**config.mk**
```make
export PLATFORM = sky130hd
export DESIGN_NAME = roi_scan_top
export DESIGN_NICKNAME = d
export VERILOG_FILES = /design/src/rtl/roi_pkg.sv /design/src/rtl/roi_shadow.sv /design/src/rtl/roi_idx_cnt.sv /design/src/rtl/roi_ctrl.sv /design/src/rtl/roi_scan_top.sv
export SDC_FILE = /design/constraint.sdc
export NUM_CORES = 1
export LEC_CHECK = 0
export ABC_AREA = 1
export BUFFER_PORTS_ARGS = -buffer_cell sky130_fd_sc_hd__buf_2
export CAP_MARGIN = 0
export CORE_MARGIN = 4
export CORE_UTILIZATION = 40
export DETAILED_ROUTE_END_ITERATION = 10
export PLACE_DENSITY = 0.54
export SLEW_MARGIN = 20
export SYNTH_ARGS = -nofsm -noshare
export SYNTH_HDL_FRONTEND = slang
export SYNTH_SLANG_ARGS = --single-unit
```
**constraint.sdc**
```tcl
create_clock -name clk -period 3.9 [get_ports clk]
set_clock_uncertainty 0.05 [all_clocks]
set_input_delay 0.195 -clock clk [delete_from_list [all_inputs] [get_ports clk]]
set_output_delay 0.195 -clock clk [all_outputs]
set_load 0.02 [all_outputs]
```
**src/rtl/roi_pkg.sv**
```systemverilog
package roi_pkg;

  typedef enum logic [1:0] {
    ST_IDLE = 2'd0,
    ST_ARM  = 2'd1,
    ST_LINE = 2'd2,
    ST_GAP  = 2'd3
  } scan_st_t;

  // Round a value down to a multiple of a power-of-two granule.
  function automatic int unsigned align_down(input int unsigned v, input int unsigned granule);
    return v - (v % granule);
  endfunction

  // Usable length of a span that starts at org and must stay below lim.
  function automatic int unsigned clip_len(input int unsigned org, input int unsigned len,
                                           input int unsigned lim);
    if (org >= lim) return 0;
    if (len > lim - org) return lim - org;
    return len;
  endfunction

  // Position of the idx-th visited element of a span, walked forward or backward.
  function automatic int unsigned map_pos(input int unsigned org, input int unsigned len,
                                          input int unsigned idx, input logic rev);
    if (rev) return org + len - 1 - idx;
    return org + idx;
  endfunction

endpackage

```
**src/rtl/roi_shadow.sv**
```systemverilog
module roi_shadow #(
  parameter int ARR_W = 640,
  parameter int ARR_H = 480,
  parameter int ALIGN = 8,
  parameter int CW    = 10,
  parameter int RW    = 9,
  parameter int BW    = 8
) (
  input  logic          clk,
  input  logic          rst_n,
  input  logic          load,
  input  logic [CW-1:0] cfg_col_start,
  input  logic [RW-1:0] cfg_row_start,
  input  logic [CW-1:0] cfg_width,
  input  logic [RW-1:0] cfg_height,
  input  logic          cfg_rev_x,
  input  logic          cfg_rev_y,
  input  logic [BW-1:0] cfg_blank,
  output logic [CW-1:0] sh_x0,
  output logic [CW-1:0] sh_w,
  output logic [RW-1:0] sh_y0,
  output logic [RW-1:0] sh_h,
  output logic          sh_rx,
  output logic          sh_ry,
  output logic [BW-1:0] sh_blank,
  output logic          sh_empty
);
  import roi_pkg::*;

  logic [CW-1:0] x0_n, w_n;
  logic [RW-1:0] h_n;

  always_comb begin
    x0_n = CW'(align_down(int'(cfg_col_start), ALIGN));
    w_n  = CW'(clip_len(int'(x0_n), align_down(int'(cfg_width), ALIGN), ARR_W));
    h_n  = RW'(clip_len(int'(cfg_row_start), int'(cfg_height), ARR_H));
  end

  always_ff @(posedge clk or negedge rst_n) begin
    if (!rst_n) begin
      sh_x0    <= '0;
      sh_w     <= '0;
      sh_y0    <= '0;
      sh_h     <= '0;
      sh_rx    <= 1'b0;
      sh_ry    <= 1'b0;
      sh_blank <= '0;
    end else if (load) begin
      sh_x0    <= x0_n;
      sh_w     <= w_n;
      sh_y0    <= cfg_row_start;
      sh_h     <= h_n;
      sh_rx    <= cfg_rev_x;
      sh_ry    <= cfg_rev_y;
      sh_blank <= cfg_blank;
    end
  end

  assign sh_empty = (sh_w == '0) || (sh_h == '0);

endmodule

```
**src/rtl/roi_idx_cnt.sv**
```systemverilog
module roi_idx_cnt #(
  parameter int W = 10
) (
  input  logic         clk,
  input  logic         rst_n,
  input  logic         clr,
  input  logic         inc,
  input  logic [W-1:0] len,
  output logic [W-1:0] idx,
  output logic         at_last
);
  assign at_last = (idx == len - W'(1));

  always_ff @(posedge clk or negedge rst_n) begin
    if (!rst_n)       idx <= '0;
    else if (clr)     idx <= '0;
    else if (inc)     idx <= at_last ? '0 : idx + W'(1);
  end

endmodule

```
**src/rtl/roi_ctrl.sv**
```systemverilog
module roi_ctrl #(
  parameter int BW = 8
) (
  input  logic             clk,
  input  logic             rst_n,
  input  logic             start,
  input  logic             win_empty,
  input  logic             col_last,
  input  logic             row_last,
  input  logic [BW-1:0]    blank,
  output roi_pkg::scan_st_t st,
  output logic             ev_load,
  output logic             ev_eol,
  output logic             ev_eof
);
  import roi_pkg::*;

  scan_st_t      st_n;
  logic [BW-1:0] gap_cnt;
  logic          gap_done;

  assign ev_load  = (st == ST_IDLE) && start;
  assign ev_eol   = (st == ST_LINE) && col_last && !row_last;
  assign ev_eof   = (st == ST_LINE) && col_last && row_last;
  assign gap_done = (gap_cnt == BW'(1));

  always_comb begin
    st_n = st;
    unique case (st)
      ST_IDLE: if (start) st_n = ST_ARM;
      ST_ARM:  st_n = win_empty ? ST_IDLE : ST_LINE;
      ST_LINE: begin
        if (ev_eof)                      st_n = ST_IDLE;
        else if (ev_eol && blank != '0)  st_n = ST_GAP;
      end
      ST_GAP:  if (gap_done) st_n = ST_LINE;
      default: st_n = ST_IDLE;
    endcase
  end

  always_ff @(posedge clk or negedge rst_n) begin
    if (!rst_n) begin
      st      <= ST_IDLE;
      gap_cnt <= '0;
    end else begin
      st <= st_n;
      if (ev_eol)            gap_cnt <= blank;
      else if (st == ST_GAP) gap_cnt <= gap_cnt - BW'(1);
    end
  end

endmodule

```
**src/rtl/roi_scan_top.sv**
```systemverilog
module roi_scan_top #(
  parameter int ARR_W   = 640,
  parameter int ARR_H   = 480,
  parameter int ALIGN   = 8,
  parameter int BLANK_W = 8,
  parameter int CW      = $clog2(ARR_W + 1),
  parameter int RW      = $clog2(ARR_H + 1)
) (
  input  logic               clk,
  input  logic               rst_n,
  input  logic [CW-1:0]      cfg_col_start,
  input  logic [RW-1:0]      cfg_row_start,
  input  logic [CW-1:0]      cfg_width,
  input  logic [RW-1:0]      cfg_height,
  input  logic               cfg_rev_x,
  input  logic               cfg_rev_y,
  input  logic [BLANK_W-1:0] cfg_blank,
  input  logic               start,
  output logic [CW-1:0]      col_addr,
  output logic [RW-1:0]      row_addr,
  output logic               frame_valid,
  output logic               line_valid
);
  import roi_pkg::*;

  scan_st_t            st;
  logic                ev_load, ev_eol, ev_eof;
  logic [CW-1:0]       sh_x0, sh_w, col_idx;
  logic [RW-1:0]       sh_y0, sh_h, row_idx;
  logic                sh_rx, sh_ry, sh_empty;
  logic [BLANK_W-1:0]  sh_blank;
  logic                col_last, row_last;
  logic                pix_cyc;

  roi_shadow #(
    .ARR_W(ARR_W), .ARR_H(ARR_H), .ALIGN(ALIGN), .CW(CW), .RW(RW), .BW(BLANK_W)
  ) u_shadow (
    .clk(clk), .rst_n(rst_n), .load(ev_load),
    .cfg_col_start(cfg_col_start), .cfg_row_start(cfg_row_start),
    .cfg_width(cfg_width), .cfg_height(cfg_height),
    .cfg_rev_x(cfg_rev_x), .cfg_rev_y(cfg_rev_y), .cfg_blank(cfg_blank),
    .sh_x0(sh_x0), .sh_w(sh_w), .sh_y0(sh_y0), .sh_h(sh_h),
    .sh_rx(sh_rx), .sh_ry(sh_ry), .sh_blank(sh_blank), .sh_empty(sh_empty)
  );

  roi_ctrl #(.BW(BLANK_W)) u_ctrl (
    .clk(clk), .rst_n(rst_n), .start(start), .win_empty(sh_empty),
    .col_last(col_last), .row_last(row_last), .blank(sh_blank),
    .st(st), .ev_load(ev_load), .ev_eol(ev_eol), .ev_eof(ev_eof)
  );

  assign pix_cyc = (st == ST_LINE);

  roi_idx_cnt #(.W(CW)) u_col (
    .clk(clk), .rst_n(rst_n), .clr(ev_load), .inc(pix_cyc),
    .len(sh_w), .idx(col_idx), .at_last(col_last)
  );

  roi_idx_cnt #(.W(RW)) u_row (
    .clk(clk), .rst_n(rst_n), .clr(ev_load), .inc(ev_eol),
    .len(sh_h), .idx(row_idx), .at_last(row_last)
  );

  assign line_valid  = pix_cyc;
  assign frame_valid = (st == ST_LINE) || (st == ST_GAP);
  assign col_addr    = pix_cyc ? CW'(map_pos(int'(sh_x0), int'(sh_w), int'(col_idx), sh_rx)) : '0;
  assign row_addr    = pix_cyc ? RW'(map_pos(int'(sh_y0), int'(sh_h), int'(row_idx), sh_ry)) : '0;

endmodule

```
# After elaboration in Yosys (flattened, before gate mapping)

Index checks and enable logic that the tools add are counted.

Output and inout bits: 21
Memories: 0
Memory bits (read-only): 0
Bits of input ports: 51
Latch bits: 0
Logic and storage cells: 91
Bits in writable memories: 0
Flip-flop bits (word level): 77

Equality and inequality tests: 9
Multiplexer cells: 34
Reductions and logical operators: 16
Div/mod/pow operators: 0
Magnitude comparators: 4
$add $sub $neg: 17
Bitwise logic cells: 0
$mul: 0
Shifts and indexed selects: 0

Operators with widths:

| operator                 | count |
|---|---|
| $mux W10                 | 9 |
| $mux W9                  | 9 |
| $gt A32 B32 Y1           | 1 |
| $gt A9 B32 Y1            | 1 |
| $add A10 B10 Y10         | 2 |
| $sub A10 B1 Y10 const B  | 2 |
| $add A9 B9 Y9            | 2 |
| $sub A9 B1 Y9 const B    | 2 |
| $mux W8                  | 2 |
| $sub A10 B10 Y11 const A | 1 |
| $sub A10 B3 Y11          | 1 |
| $add A10 B1 Y10 const B  | 1 |
| $eq A10 B10 Y1           | 1 |
| $ge A10 B10 Y1 const B   | 1 |
| $logic_not A10 Y1        | 1 |
| $mux W2                  | 5 |
| $sub A10 B10 Y10         | 1 |
| $sub A10 B3 Y10          | 1 |
| $sub A9 B9 Y10 const A   | 1 |
| $add A9 B1 Y9 const B    | 1 |
| $eq A9 B9 Y1             | 1 |
| $ge A9 B9 Y1 const B     | 1 |
| $logic_not A9 Y1         | 1 |
| $sub A9 B9 Y9            | 1 |
| other kinds (16)         | 31 |

# Longest topological paths before layout

Word-level depth: 8
Mapped depth: 19
Gate-level depth less buffers: 18

# By module

A second synthesis with hierarchy kept.

Cells, all modules: 1239
Area total of the unflattened synthesis: 8156.6 um^2

By module, submodules not included:

| module              | area an instance (um^2) | instances | cells each | sequential area each (um^2) |
|---|---|---|---|---|
| roi_shadow          | 2760.1                  | 1         | 370        | 1051.0 |
| roi_scan_top        | 2723.9                  | 1         | 447        | 0.0 |
| roi_idx_cnt (u_col) | 1041.0                  | 1         | 170        | 250.2 |
| roi_idx_cnt (u_row) | 890.9                   | 1         | 148        | 225.2 |
| roi_ctrl            | 740.7                   | 1         | 104        | 250.2 |

# Worst setup path before layout

Ideal clock, no wire load.

Path kind: register -> output
Start point: register u_shadow.sh_y0[1]
End point: output row_addr[7]
Data arrival time: 2.459 ns
Cell stages (with the launch flop): 15
Path buffers: 0
Slack: 1.196 ns
Data required time: 3.655 ns
Path through: dfrtp_1 inv_1 fa_1 inv_1 ha_1 fa_1 nand3_1 nand2_1 nand2_1 nand2_1 nand2_1 nand2_1 o21ai_0 o21ai_0 nor2_1

Longest elaborated chain between the ends: 6
Elaborated cells on any way between the ends: 7
Those cells by class: add/sub (4); mux (3)

Ends and longest elaborated chain:

| item                   | RTL line           | source |
|---|---|---|
| from (decl)            | roi_shadow.sv:21   | `output logic [RW-1:0] sh_y0,` |
| from (signal assigned) | roi_shadow.sv:51   | `sh_y0 <= cfg_row_start;` |
| $add A9 B9 Y9          | roi_pkg.sv:26      | `if (rev) return org + len - 1 - idx;` |
| $sub A9 B1 Y9          | roi_pkg.sv:26      |  |
| $sub A9 B9 Y9          | roi_pkg.sv:26      |  |
| $mux W9                | roi_pkg.sv:26      |  |
| $mux W9 (*)            | roi_pkg.sv:27      | `return org + idx;` |
| $mux W9 (*)            | roi_scan_top.sv:67 | `assign row_addr = pix_cyc ? RW'(map_pos(int'(sh_y0), int'(sh_h), int'(row_idx), sh_ry)) : '0;` |
| to (decl)              | roi_scan_top.sv:20 | `output logic [RW-1:0] row_addr,` |

Mark *: on every way between the ends. The rest lies on a longest branch, timed or not.

# Worst setup path after layout

Ends and elaborated chain as after synthesis.

==> metrics <==
Critical Path Max Stage Delay 530 ps; Row Count 46; Max Cap Viol 0; worst hold start cfg_blank[2]; top cell types by occurrence after synthesis nand2_1 (232), inv_1 (140), nand3_1 (87), dfrtp_1 (71), o21ai_0 (71); Worst path top cell family by delay adder cells; Clk pin slew, worst setup/hold paths 50 ps; Final TNS setup 0 ps; P&R area growth vs syn 13.9%; Initial Utilization 0.413; Placer Congestion 0.840; fin. max-slew vios 0; crit path from u_shadow.sh_y0[1]; synth unique cells 42; ANT nets after route 0; deepest clock path buffer count 2; critical path launch point type register; post-synthesis sequential area ratio 0.268; multi-input logic area 4220 µm²; initial antenna violation count 0; Synth area leaders dfrtp_1 (27%), nand2_1 (13%), ha_1 (11%); worst slew pin tran 956 ps; mapped cell area 6630 µm²; vias in the first global route 5,606; Yosys reg bits 71; global route total overflow 0; WP data required 3650 ps; Tcrit/Tclk final 0.827; Pleak 3.96 nW; EDFF count, synth 0; most common flop cell mapped by yosys dfrtp_1; Yosys warnings 0; Hold WC Path Type in2reg; clock sink total 71; crit path DAT 2980 ps; clk_lat worst skew 340 ps; Mapped Cells 947; DRC 0; Fin. Hold Viols 0; post-synth top area share 0.268; Max-slew headroom 0.363; crit end category output pin; Reg area 1780 µm²; cts hold-fix bufs 5; Layout Utilization 0.470; NumNets Final 1,140; layout cells sized above 1 0.107; post-DP HPWL 13.4 mm; Post-CTS Setup Bufs 0; DR vias/cell 4.89; crit-path max FO 4; post-synthesis average cell area 7.00 µm²; largest net degree at the start of global routing 72; Top cell by count, worst path nand2_1; Vias 6,040; CTS root buf clkbuf_16; H-tree levels 3; die extent in y 137 µm; final setup fails 0; Die W 137 µm; core area 16,100 µm²; crit path time final 3230 ps; f_max 0.310 GHz; routed len/inst 13.9 µm; total track usage 0.190; status complete, no violations; DRT Pass-1 Iters 5; post-synth top area cell dfrtp_1; total CTS buffers 9; antenna cells 0; CP bufs+invs 3; CTS tree yes; number of input and output port buffers inserted 65; DIE AREA 18,700 µm²; detailed-route wire length 17.2 mm; Resized cells post-CTS 0; worst path cell trace inv_1 -> fa_1 -> inv_1 -> ha_1 -> fa_1 -> nand3_1 -> nand2_1 -> nand2_1 -> nand2_1 -> nand2_1 -> nand2_1 -> a21oi_1 -> o21ai_0 -> o21ai_0 -> nor2_1 -> buf_2; RSZ-0062 raised after global routing no; first-pass GRT wire length 28.0 mm; VDD IR max 0.000399 V; PwrDens 851 nW/µm²; First DRT Iteration DRCs 284; Setup CP Type reg2out; CP max-delay cell fa_1; # IOs 72; Post-synth ARST share 1.00; R2R Path Start u_shadow.sh_h[0]; fillers 1,658; count leader, synth nand2_1
[final cells by class]
type                    count  share of cell area
clock buffers              13              0.0345
clock inverters             3             0.00862
inverters                 146              0.0726
multi-input cells         711               0.559
flip-flops and latches     71               0.235
well taps                 216              0.0358
repair buffers             74              0.0541
[flip-flops by register name (all words and copies together), names as in the netlist]
| register | cells |
|---|---|
| u_shadow.sh_rx | 1 |
| u_shadow.sh_h | 9 |
| u_shadow.sh_ry | 1 |
| u_ctrl.gap_cnt | 8 |
| u_shadow.sh_w | 7 |
| u_ctrl.st | 2 |
| u_col.idx | 10 |
| u_row.idx | 9 |
| u_shadow.sh_x0 | 7 |
| u_shadow.sh_blank | 8 |
| u_shadow.sh_y0 | 9 |
[worst paths after layout]
path	slack, ps	to	depth (start not counted)
setup / recovery	670	row_addr[7]	16
hold / removal	20	u_shadow.sh_blank[2]	3
setup reg to reg	1490	u_ctrl.gap_cnt[3]	12
hold reg to reg	450	u_shadow.sh_w[4]	2
max in group asynchronous	2690	u_col.idx[5]	2
min in group asynchronous	490	u_shadow.sh_x0[6]	2
[cell families (layout without fill, tap and decap cells)]
kind of cell / count (synthesis) / after routing / synth area share
compound gates: 161 / 161 / 0.128
flops: 71 / 71 / 0.268
other cells: 1 / 5 / 0.000566
fa+ha+maj: 76 / 76 / 0.163
simple gates: 418 / 418 / 0.273
xor+xnor: 51 / 51 / 0.0685
buf+inv: 169 / 236 / 0.0982
[routing by layer]
| metal | share of wire | vias to the layer above | track usage |
|---|---|---|---|
| li1 | - | 3198 | - |
| met1 | 0.52 | 2732 | 0.277 |
| met2 | 0.43 | 94 | 0.291 |
| met3 | 0.033 | 16 | 0.0305 |
| met4 | 0.015 | 0 | 0.0538 |
| met5 | 0 | - | 0 |
[tightest hold or removal path, delay by kind of cell]
kind,cells,cell delay [ps]
AND/OR/NAND/NOR,2,100
buffers and inverters,1,80
[cells in the final DEF (no fill, tap or decap), types with 10 or more instances in the layout]
| cell | instances |
|---|---|
| nand4_1 | 13 |
| or2_2 | 10 |
| nand3_1 | 87 |
| inv_1 | 140 |
| xnor2_1 | 18 |
| ha_1 | 59 |
| fa_1 | 17 |
| a21oi_1 | 64 |
| xor2_1 | 32 |
| nand2_1 | 231 |
| dfrtp_1 | 71 |
| buf_2 | 64 |
| o21ai_0 | 71 |
| nor2_1 | 52 |
[per-stage QoR]
stage / instances / total power [mW] / hold slack, ps / instance area, µm² / worst slack, ps
2_1_floorplan: 951 / 4.50 / -151 / 6640 / 1200
3_3_place_gp: 1213 / 5.50 / 348 / 7170 / 926
3_5_place_dp: 1213 / 5.51 / 345 / 7170 / 859
4_1_cts: 1234 / 6.46 / 2.09 / 7540 / 643
5_1_grt: 1234 / 7.14 / 11.4 / 7540 / 386
6_report: 1234 / 6.42 / 16.1 / 7540 / 673
[power by group]
group	switching (mW)	total, mW	internal (mW)
logic	2.52	4.09	1.56
registers	0.397	1.43	1.03
clock network	0.311	0.905	0.594
Note: power is estimated with default switching activity, not from simulation.
